[config.mk]
export PLATFORM = sky130hd
export DESIGN_NAME = ring_outlet_reserve
export DESIGN_NICKNAME = d
export VERILOG_FILES = /design/src/rtl/rr_pkg.sv /design/src/rtl/rr_frame_origin.sv /design/src/rtl/rr_port_node.sv /design/src/rtl/ring_outlet_reserve.sv
export SDC_FILE = /design/constraint.sdc
export NUM_CORES = 1
export LEC_CHECK = 0
export ABC_AREA = 1
export BUFFER_PORTS_ARGS = -buffer_cell sky130_fd_sc_hd__buf_2
export CAP_MARGIN = 0
export CORE_MARGIN = 5
export CORE_UTILIZATION = 60
export DETAILED_ROUTE_END_ITERATION = 6
export PLACE_DENSITY = 0.81
export SETUP_SLACK_MARGIN = 0.02
export SYNTH_ARGS = -nofsm -noshare
export SYNTH_HDL_FRONTEND = slang
export SYNTH_HIERARCHICAL = 1
export SYNTH_SLANG_ARGS = --single-unit
[constraint.sdc]
create_clock -name clk -period 4 [get_ports clk]
set_input_delay 0.6 -clock clk [delete_from_list [all_inputs] [get_ports clk]]
set_output_delay 0.6 -clock clk [all_outputs]
set_load 0.01 [all_outputs]
[src/rtl/rr_pkg.sv]
// Shared types for the ring outlet reservation block.
// Assumes nothing beyond a single clock domain.
package rr_pkg;
    // Phases of the frame source at ring position 0
    typedef enum logic [1:0] {
        ORG_IDLE   = 2'd0,
        ORG_INJECT = 2'd1,
        ORG_LAP1   = 2'd2,
        ORG_LAP2   = 2'd3
    } org_state_e;
endpackage

[src/rtl/rr_frame_origin.sv]
// Frame source at ring position 0: emits N clear field bits after an
// accepted start, then watches the stream come back. In fill mode it
// feeds the first returning lap into the ring again for a second lap.
// It flags the edge at which the last bit of the final lap returns.
// Assumes N >= 2 and that the ring adds one register per node.
module rr_frame_origin #(
    parameter int N  = 8,
    localparam int CW = (N > 1) ? $clog2(N) : 1
) (
    input  logic clk,
    input  logic rst_n,
    input  logic start_i,
    input  logic fill_i,
    input  logic ret_vld_i,
    input  logic ret_fld_i,
    output logic inj_vld_o,
    output logic inj_fld_o,
    output logic load_o,
    output logic finish_o,
    output logic fill_q_o
);
    import rr_pkg::*;

    org_state_e    state;
    logic [CW-1:0] cnt;
    logic          last_bit;

    assign last_bit = (cnt == CW'(N - 1));
    assign load_o   = start_i && (state == ORG_IDLE);
    assign finish_o = ret_vld_i && last_bit &&
                      ((state == ORG_LAP1 && !fill_q_o) || state == ORG_LAP2);

    // Select what enters node 0: fresh clear fields, the returned lap, or nothing
    always_comb begin
        inj_vld_o = 1'b0;
        inj_fld_o = 1'b0;
        case (state)
            ORG_INJECT: begin
                inj_vld_o = 1'b1;
                inj_fld_o = 1'b0;
            end
            ORG_LAP1: begin
                inj_vld_o = fill_q_o && ret_vld_i;
                inj_fld_o = ret_fld_i;
            end
            default: begin
                inj_vld_o = 1'b0;
                inj_fld_o = 1'b0;
            end
        endcase
    end

    // Phase sequencing and bit counting
    always_ff @(posedge clk) begin
        if (!rst_n) begin
            state    <= ORG_IDLE;
            cnt      <= '0;
            fill_q_o <= 1'b0;
        end else begin
            case (state)
                ORG_IDLE: begin
                    if (start_i) begin
                        state    <= ORG_INJECT;
                        cnt      <= '0;
                        fill_q_o <= fill_i;
                    end
                end
                ORG_INJECT: begin
                    if (last_bit) begin
                        state <= ORG_LAP1;
                        cnt   <= '0;
                    end else begin
                        cnt <= cnt + 1'b1;
                    end
                end
                ORG_LAP1: begin
                    if (ret_vld_i) begin
                        if (last_bit) begin
                            cnt   <= '0;
                            state <= fill_q_o ? ORG_LAP2 : ORG_IDLE;
                        end else begin
                            cnt <= cnt + 1'b1;
                        end
                    end
                end
                default: begin
                    if (ret_vld_i) begin
                        if (last_bit) begin
                            cnt   <= '0;
                            state <= ORG_IDLE;
                        end else begin
                            cnt <= cnt + 1'b1;
                        end
                    end
                end
            endcase
        end
    end


    // Returning bits are only seen while a lap is expected
    ret_in_lap_chk: assert property (@(posedge clk) disable iff (!rst_n)
        ret_vld_i |-> (state == ORG_LAP1 || state == ORG_LAP2));


    // A start while busy leaves the phase untouched
    busy_start_ignored_chk: assert property (@(posedge clk) disable iff (!rst_n)
        (start_i && state == ORG_INJECT && !last_bit) |=> (state == ORG_INJECT));
endmodule

[src/rtl/rr_port_node.sv]
// One port controller on the ring. It latches its request at an accepted
// start. Each frame bit is passed on through one register. On the first
// lap the node sets the field of its requested outlet if that field is
// clear. On the second lap, if it holds nothing yet, it sets the first
// clear field it sees. It assumes the frame bits arrive in index order
// with no gaps inside a lap.
module rr_port_node #(
    parameter int N = 8,
    localparam int W = (N > 1) ? $clog2(N) : 1
) (
    input  logic         clk,
    input  logic         rst_n,
    input  logic         load_i,
    input  logic         req_i,
    input  logic [W-1:0] dest_i,
    input  logic         in_vld_i,
    input  logic         in_fld_i,
    output logic         out_vld_o,
    output logic         out_fld_o,
    output logic         holds_o,
    output logic         won_o,
    output logic [W-1:0] outlet_o
);
    logic         want;
    logic [W-1:0] dest_q;
    logic [W-1:0] idx;
    logic         lap;
    logic         filled;
    logic [W-1:0] fill_idx;
    logic         take_r1;
    logic         take_r2;

    // Decide whether this node claims the field passing now
    always_comb begin
        take_r1 = in_vld_i && !lap && want && (idx == dest_q) && !in_fld_i;
        take_r2 = in_vld_i && lap && !won_o && !filled && !in_fld_i;
    end

    assign holds_o  = won_o || filled;
    assign outlet_o = won_o ? dest_q : fill_idx;

    // Request capture, field tracking and the one-stage frame register
    always_ff @(posedge clk) begin
        if (!rst_n) begin
            want      <= 1'b0;
            dest_q    <= '0;
            idx       <= '0;
            lap       <= 1'b0;
            won_o     <= 1'b0;
            filled    <= 1'b0;
            fill_idx  <= '0;
            out_vld_o <= 1'b0;
            out_fld_o <= 1'b0;
        end else if (load_i) begin
            want      <= req_i;
            dest_q    <= dest_i;
            idx       <= '0;
            lap       <= 1'b0;
            won_o     <= 1'b0;
            filled    <= 1'b0;
            fill_idx  <= '0;
            out_vld_o <= 1'b0;
            out_fld_o <= 1'b0;
        end else begin
            out_vld_o <= in_vld_i;
            out_fld_o <= in_fld_i || take_r1 || take_r2;
            if (in_vld_i) begin
                if (idx == W'(N - 1)) begin
                    idx <= '0;
                    lap <= 1'b1;
                end else begin
                    idx <= idx + 1'b1;
                end
            end
            if (take_r1) begin
                won_o <= 1'b1;
            end
            if (take_r2) begin
                filled   <= 1'b1;
                fill_idx <= idx;
            end
        end
    end


    // A field that arrives reserved leaves reserved one cycle later
    fld_kept_chk: assert property (@(posedge clk) disable iff (!rst_n)
        (in_vld_i && in_fld_i && !load_i) |=> (out_vld_o && out_fld_o));


    // Only a node that latched a request can win on the first lap
    win_needs_req_chk: assert property (@(posedge clk) disable iff (!rst_n)
        won_o |-> want);


    // A node never holds both a won and a filled outlet
    single_hold_chk: assert property (@(posedge clk) disable iff (!rst_n)
        !(won_o && filled));
endmodule

[src/rtl/ring_outlet_reserve.sv]
// Top of the ring reservation block. It chains N port nodes into a ring
// with the frame source at position 0. When the final lap returns it
// latches the per-port results and pulses slot_done. The results stay
// stable until the next pulse, so one slot's winners can transmit while
// the next slot reserves. Assumes N is a power of two, N >= 2.
module ring_outlet_reserve #(
    parameter int N = 8,
    localparam int W = (N > 1) ? $clog2(N) : 1
) (
    input  logic           clk,
    input  logic           rst_n,
    input  logic           slot_start,
    input  logic           fill_mode,
    input  logic [N-1:0]   req_valid,
    input  logic [N*W-1:0] req_outlet,
    output logic           slot_done,
    output logic [N-1:0]   grant,
    output logic [N-1:0]   assign_valid,
    output logic [N*W-1:0] assign_outlet
);
    logic           inj_vld;
    logic           inj_fld;
    logic           load;
    logic           finish;
    logic           fill_q;
    logic [N-1:0]   ring_vld;
    logic [N-1:0]   ring_fld;
    logic [N-1:0]   node_won;
    logic [N-1:0]   node_holds;
    logic [N*W-1:0] node_outlet;

    rr_frame_origin #(.N(N)) u_origin (
        .clk       (clk),
        .rst_n     (rst_n),
        .start_i   (slot_start),
        .fill_i    (fill_mode),
        .ret_vld_i (ring_vld[N-1]),
        .ret_fld_i (ring_fld[N-1]),
        .inj_vld_o (inj_vld),
        .inj_fld_o (inj_fld),
        .load_o    (load),
        .finish_o  (finish),
        .fill_q_o  (fill_q)
    );

    for (genvar p = 0; p < N; p++) begin : g_node
        logic in_vld;
        logic in_fld;
        if (p == 0) begin : g_head
            assign in_vld = inj_vld;
            assign in_fld = inj_fld;
        end else begin : g_chain
            assign in_vld = ring_vld[p-1];
            assign in_fld = ring_fld[p-1];
        end
        rr_port_node #(.N(N)) u_node (
            .clk       (clk),
            .rst_n     (rst_n),
            .load_i    (load),
            .req_i     (req_valid[p]),
            .dest_i    (req_outlet[p*W +: W]),
            .in_vld_i  (in_vld),
            .in_fld_i  (in_fld),
            .out_vld_o (ring_vld[p]),
            .out_fld_o (ring_fld[p]),
            .holds_o   (node_holds[p]),
            .won_o     (node_won[p]),
            .outlet_o  (node_outlet[p*W +: W])
        );
    end

    // Latch the slot results when the final lap has returned
    always_ff @(posedge clk) begin
        if (!rst_n) begin
            slot_done     <= 1'b0;
            grant         <= '0;
            assign_valid  <= '0;
            assign_outlet <= '0;
        end else begin
            slot_done <= finish;
            if (finish) begin
                grant         <= node_won;
                assign_valid  <= node_holds;
                assign_outlet <= node_outlet;
            end
        end
    end


    done_pulse_chk: assert property (@(posedge clk) disable iff (!rst_n)
        slot_done |=> !slot_done);


    hold_results_chk: assert property (@(posedge clk) disable iff (!rst_n)
        !slot_done |-> ($stable(grant) && $stable(assign_valid) && $stable(assign_outlet)));


    fill_covers_all_chk: assert property (@(posedge clk) disable iff (!rst_n)
        (slot_done && fill_q) |-> (&assign_valid));


    grant_has_outlet_chk: assert property (@(posedge clk) disable iff (!rst_n)
        slot_done |-> ((grant & ~assign_valid) == '0));
endmodule

Word level (Yosys, flattened, before mapping)
Index checks and enable logic that the tools add are counted.
{"block": "op_classes", "n_eq_ne": 24, "reduce_logical": 142, "bitwise": 1, "addsub": 9, "muxes": 30}
{"operator": "logical AND 1 bit", "n": 69}
{"operator": "two-way mux 3 bit", "n": 19}
{"operator": "logical NOT 1 bit", "n": 33}
{"operator": "adder 3 x 1 -> 3 bit (second input constant)", "n": 9}
{"operator": "== test 3 bit (second input constant)", "n": 9}
{"operator": "logical OR 1 bit", "n": 25}
{"operator": "== test 3 bit", "n": 8}
{"operator": "AND reduction 2 bit", "n": 10}
{"operator": "two-way mux 2 bit", "n": 7}
{"operator": "inequality test 2 x 1 -> 1 bit (second input constant)", "n": 3}
{"operator": "one-hot mux 2 bit (3 select lines)", "n": 1}
{"operator": "one-hot mux 3 bit (2 select lines)", "n": 1}
{"operator": "AND reduction 6 bit", "n": 1}
{"operator": "== test 2 bit (second input constant)", "n": 2}
{"operator": "nonzero test 3 bit", "n": 1}
{"operator": "== test 2 x 1 -> 1 bit (second input constant)", "n": 1}
{"operator": "logical NOT 2 bit", "n": 1}
{"operator": "inequality test 2 bit (second input constant)", "n": 1}
{"operator": "one-hot mux 1 bit (2 select lines)", "n": 1}
{"operator": "nonzero test 2 bit", "n": 1}
{"operator": "OR reduction 2 bit", "n": 1}
{"operator": "two-way mux 1 bit", "n": 1}
{"operator": "NOT 1 bit", "n": 1}
{"block": "totals", "word_cells": 285, "reg_bits": 167, "output_inout_bits": 41, "inputBits": 36}

Longest topological paths before layout
{"block": "logic_depth", "word_depth": 8, "ltp_mapped": 11, "ltp_nobuf": 11}

Cells and area by module
The synthesis kept the hierarchy.
{"mod": "rr_port_node", "area_per_inst_um2": 645.6, "cells_each": 88, "n_inst": 8, "seq_area_each_um2": 300.3}
{"mod": "ring_outlet_reserve", "area_per_inst_um2": 1734.2, "cells_each": 257, "n_inst": 1, "seq_area_each_um2": 820.8}
{"mod": "rr_frame_origin", "area_per_inst_um2": 455.4, "cells_each": 68, "n_inst": 1, "seq_area_each_um2": 120.1}

Worst setup path before layout
No wires, ideal clock.
{"block": "synth_timing", "kind": "register to register", "startpoint": "reg u_origin.state[0]", "endpoint": "reg g_node[0].u_node.fill_idx[0]", "synth_period_minus_slack_ns": 1.680, "stages_incl_launch_ff": 10, "setup_time_ns": 0.119, "path_buffers": 0, "slack_ns": 2.320, "required_time_ns": 3.881, "arrival_time_ns": 1.561, "path_cell_list": "dfxtp_1 -> inv_1 -> ha_1 -> nand2_1 -> a21oi_1 -> inv_2 -> nor3_4 -> nand2_2 -> nand2_1 -> a21oi_1"}
{"block": "synth_via", "elab_chain_cells": 6, "elab_cells_between_ends": 12, "cone_classes": "eq/ne: 2; mux: 2; reduce/logical: 8"}
{"item": "start: declaration", "line_no": "rr_frame_origin.sv:24", "source": "org_state_e state;"}
{"item": "start signal: assignment", "line_no": "rr_frame_origin.sv:80", "source": "state <= fill_q_o ? ORG_LAP2 : ORG_IDLE;"}
{"item": "== test 2 bit / == test 2 x 1 -> 1 bit (equally long branches)", "line_no": "rr_frame_origin.sv:37", "source": "case (state)"}
{"item": "one-hot mux 1 bit (2 select lines) (*)", "line_no": "rr_frame_origin.sv:37"}
{"item": "named net g_node[0].in_vld", "line_no": "ring_outlet_reserve.sv:47", "source": "logic in_vld;"}
{"item": "logical AND 1 bit (*) (4 in series)", "line_no": "rr_port_node.sv:36", "source": "take_r2 = in_vld_i && lap && !won_o && !filled && !in_fld_i;"}
{"item": "end signal: assignment", "line_no": "rr_port_node.sv:80", "source": "fill_idx <= idx;"}
{"item": "end: declaration", "line_no": "rr_port_node.sv:29", "source": "logic [W-1:0] fill_idx;"}
Mark *: on every way through the listed nets, which the timed path passes. The rest lies on a longest branch.
A chain may end at the register's enable or synchronous reset.

Final worst setup path
{"block": "layout_timing", "startpoint": "reg u_origin.state[0]", "endpoint": "reg g_node[1].u_node.dest_q[2]"}
{"block": "layout_via", "elab_chain_cells": 2}
{"item": "logical NOT 2 bit", "line_no": "rr_frame_origin.sv:29", "source": "assign load_o = start_i && (state == ORG_IDLE);"}
{"item": "logical AND 1 bit", "line_no": "rr_frame_origin.sv:29"}
{"item": "named net load", "line_no": "ring_outlet_reserve.sv:23", "source": "logic load;"}
{"item": "end signal: assignment", "line_no": "rr_port_node.sv:56", "source": "dest_q <= dest_i;"}
{"item": "end: declaration", "line_no": "rr_port_node.sv:25", "source": "logic [W-1:0] dest_q;"}
The timed path passes the listed nets, and every way through them passes these cells.

==> impl_results.md <==
* Status: complete, no violations
* Synth area leaders: dfxtp_1 45%, nand2_1 11%, nor2_1 8.6%
* Yosys cell types at 20
* Routed wire per std cell at 11.9 µm
* XOR/XNOR Fraction of Synth Area at 0%
* R2R setup slack at 1.83 ns
* DR pass1 iterations at 5
* Relative slew slack at 38.1%
* Reg2Reg Capture Point: g_node[1].u_node/dest_q[2]
* Max Cap Violations at 0
* Clock Sinks at 167
* Post-route clock skew at 0.00523 ns
* TritonCTS Buffers at 17
* Syn Area/Cell at 7.15 µm²
* Slew Limit Fails at 0
* Dpl ws at 1.80 ns
* Synthesis-to-layout area growth at 14.8%
* CP startpoint kind: flop
* Reg2Reg Depth at 7
* Origin of the critical flop-to-flop path: u_origin/state[0]
* Nets at 1172
* Fmax at 462 MHz
* Critical Path Sink Type: flop
* Final Critical Period at 2.17 ns
* Post-Syn Area at 7350 µm²
* Non-filler cells, final at 1272
* Data required, critical path at 4.30 ns
* Adder-cell area share of the yosys netlist at 4.08%
* Later-pin clock latency in the skew report at 0.42 ns
* Die area at 14600 µm²
* Die Y at 121 µm
* Final core occ at 70.3%
* Crit path kind: reg2reg
* GP Congestion at 0.835
* Io pins at 77
* Yosys top cell by area: dfxtp_1
* RSZ-0062 raised after global routing: no
* Final WL at 15100 µm
* CORE AREA at 12000 µm²
* Placed Cells at 1240
* Synth Register Bits at 167
* Fillers at 998
* Vias in the first global route at 5914
* Initial antenna violation count at 0
* Hold Crit Depth at 3
* Setup ws final at 1.83 ns
* DRC at 0
* Post-synthesis sequential area ratio at 45.5%
* Hpwl dp at 10500 µm
* Final hold violation count at 0
* Tot Pwr at 4.05 mW
* Antenna Violating Nets Remaining at 0
* Hold Path Sink: g_node[2].u_node/want
* Row cnt at 40
* Largest family of logic cells by synthesized area: simple AND/OR/NAND/NOR gates
* Post-Synthesis Cells at 1029
* Ratio of cells with drive above 1 in the final layout at 15.7%
* ANT cells at 0
* CTS hold repair buffers at 0
* Share of the synthesized area in the top cell type at 45.5%
* Overflow after GRT at 0
* Post-synthesis simple-gate area fraction at 26.9%
* IO buf count at 76
* Routed vias at 6384
* Ys Warns at 6
* Peak supply drop at 0.000356 V
* Worst hold start: req_valid[2]
* Worst Path Arrival at 2.46 ns
* Final critical-path share of the clock period at 54.1%
* Hold Crit Class: in2reg
* Crit Path Max Fanout at 25
* Post-synthesis mux area share at 0%
* Compound-Gate Fraction of Synth Area at 12.9%
* Setup repair bufs after CTS at 0
* All-Layer GR Usage at 21.7%
* Post-synthesis net count at 1089
* Root Buffer: clkbuf_16
* DR iter-0 viols at 480
* CTS resizes at 0
* Die span in x at 121 µm
* Setup violations, final at 0
* First-pass GRT wire length at 26000 µm
* Slew @ Worst Pin at 0.928 ns
* Leak pwr at 3.56 nW
* Reg clk slew, reported paths at 0.06 ns
* CTS tree: built
* Largest net degree at the start of global routing at 82
* Setup TNS at 0 ns
* Avg Vias per Cell at 5.02
* Initial core utilization at 61.2%
* Clk buf depth at 2
* PD cells at 479 nW/µm²
* Htree depth at 4
-- sequential cells by signal, summed over array words and instances, names as in the netlist --
| name | cells |
|---|---|
| assign_outlet | 24 |
| assign_valid | 8 |
| g_node.u_node/dest_q | 24 |
| g_node.u_node/fill_idx | 24 |
| g_node.u_node/filled | 8 |
| g_node.u_node/idx | 24 |
| g_node.u_node/lap | 8 |
| g_node.u_node/out_fld_o | 8 |
| g_node.u_node/out_vld_o | 8 |
| g_node.u_node/want | 8 |
| g_node.u_node/won_o | 8 |
| grant | 8 |
| slot_done | 1 |
| u_origin/cnt | 3 |
| u_origin/fill_q_o | 1 |
| u_origin/state | 2 |
-- cells in the mapped netlist --
cell and n:
nor2_2 3, inv_2 34, nor2_1 169, nand2_1 213, buf_6 8, a211oi_1 8
ha_1 24, a31oi_1 8, o21ai_1 8, a21oi_1 101, clkbuf_2 1, o21ai_0 59
buf_2 4, nand3_1 41, dfxtp_1 167, buf_8 1, nor3_4 8, nand2_2 23
inv_1 140, nor3_1 9
-- worst max-delay path, cell delays in order, from the launching register on --
cell     delay [ns]
dfxtp_1        0.36
inv_1          0.12
ha_1           0.20
nand2_1        0.10
inv_1          0.69
inv_1          0.28
o21ai_0        0.23
a21oi_1        0.06
-- through the flow --
step,instance area [µm²],hold slack (ns)
finish,8440,0.410
global route,8440,0.418
CTS,8440,0.400
detailed placement,7820,0.440
global placement,7820,0.437
floorplan,7350,0.430
-- placed cells by master (no fill, tap or decap), drive strengths merged --
cell and count:
ha 24, a31oi 8, nand3 41, buf 78, bufinv 3, nand2 236, clkinvlp 1, nor2 172
clkbuf 24, a211oi 8, dfxtp 167, o21ai 67, nor3 17, inv 174, clkinv 4, a21oi 101
-- kinds of logic after synthesis --
logic type               Yosys count
AND/OR/NAND/NOR                  466
buffers and inverters            188
AO/OA/AOI/OAI                    184
flip-flops                       167
adder cells (fa/ha/maj)           24
-- final cells by class --
cell class,count,area (µm²),area share [%]
inverter,174,653,7.74
sequential,167,3340,39.6
clock buffer,24,502,5.94
tap,147,184,2.18
multi-input combinational,674,3230,38.3
clock inverter,8,118,1.39
timing repair buffer,78,408,4.83
-- how the worst max path moves through the flow --
stage                       from                      endpoint  slack [ns]  depth (start not counted)
4_1_cts        u_origin/state[0]    g_node[0].u_node/dest_q[0]        1.87                          7
2_1_floorplan  u_origin/state[0]  g_node[0].u_node/fill_idx[0]        2.32                          9
5_1_grt        u_origin/state[0]    g_node[1].u_node/dest_q[0]        1.58                          7
3_5_place_dp               rst_n       g_node[5].u_node/idx[1]        1.80                          6
6_report       u_origin/state[0]    g_node[1].u_node/dest_q[2]        1.83                          7
3_3_place_gp          slot_start    g_node[4].u_node/dest_q[1]        1.91                          6
-- routing by layer --
metal / part of all wire [%] / routed length (µm) / up-vias / track usage (%)
met1: 47 / 7070 / 2859 / 27.0
met5: 0 / 0 / - / 0
met4: 1.0 / 158 / 0 / 6.44
met2: 48 / 7270 / 122 / 37.5
met3: 4.0 / 611 / 17 / 4.96
li1: - / - / 3386 / -
-- where the power goes --
part / switching [mW] / total (mW) / internal [mW] / leakage, nW
combinational: 0.359 / 0.520 / 0.161 / 1.90
sequential: 0.0640 / 1.84 / 1.78 / 1.35
clock: 0.622 / 1.68 / 1.06 / 0.306
No activity file was read; power rests on OpenSTA's default activity.
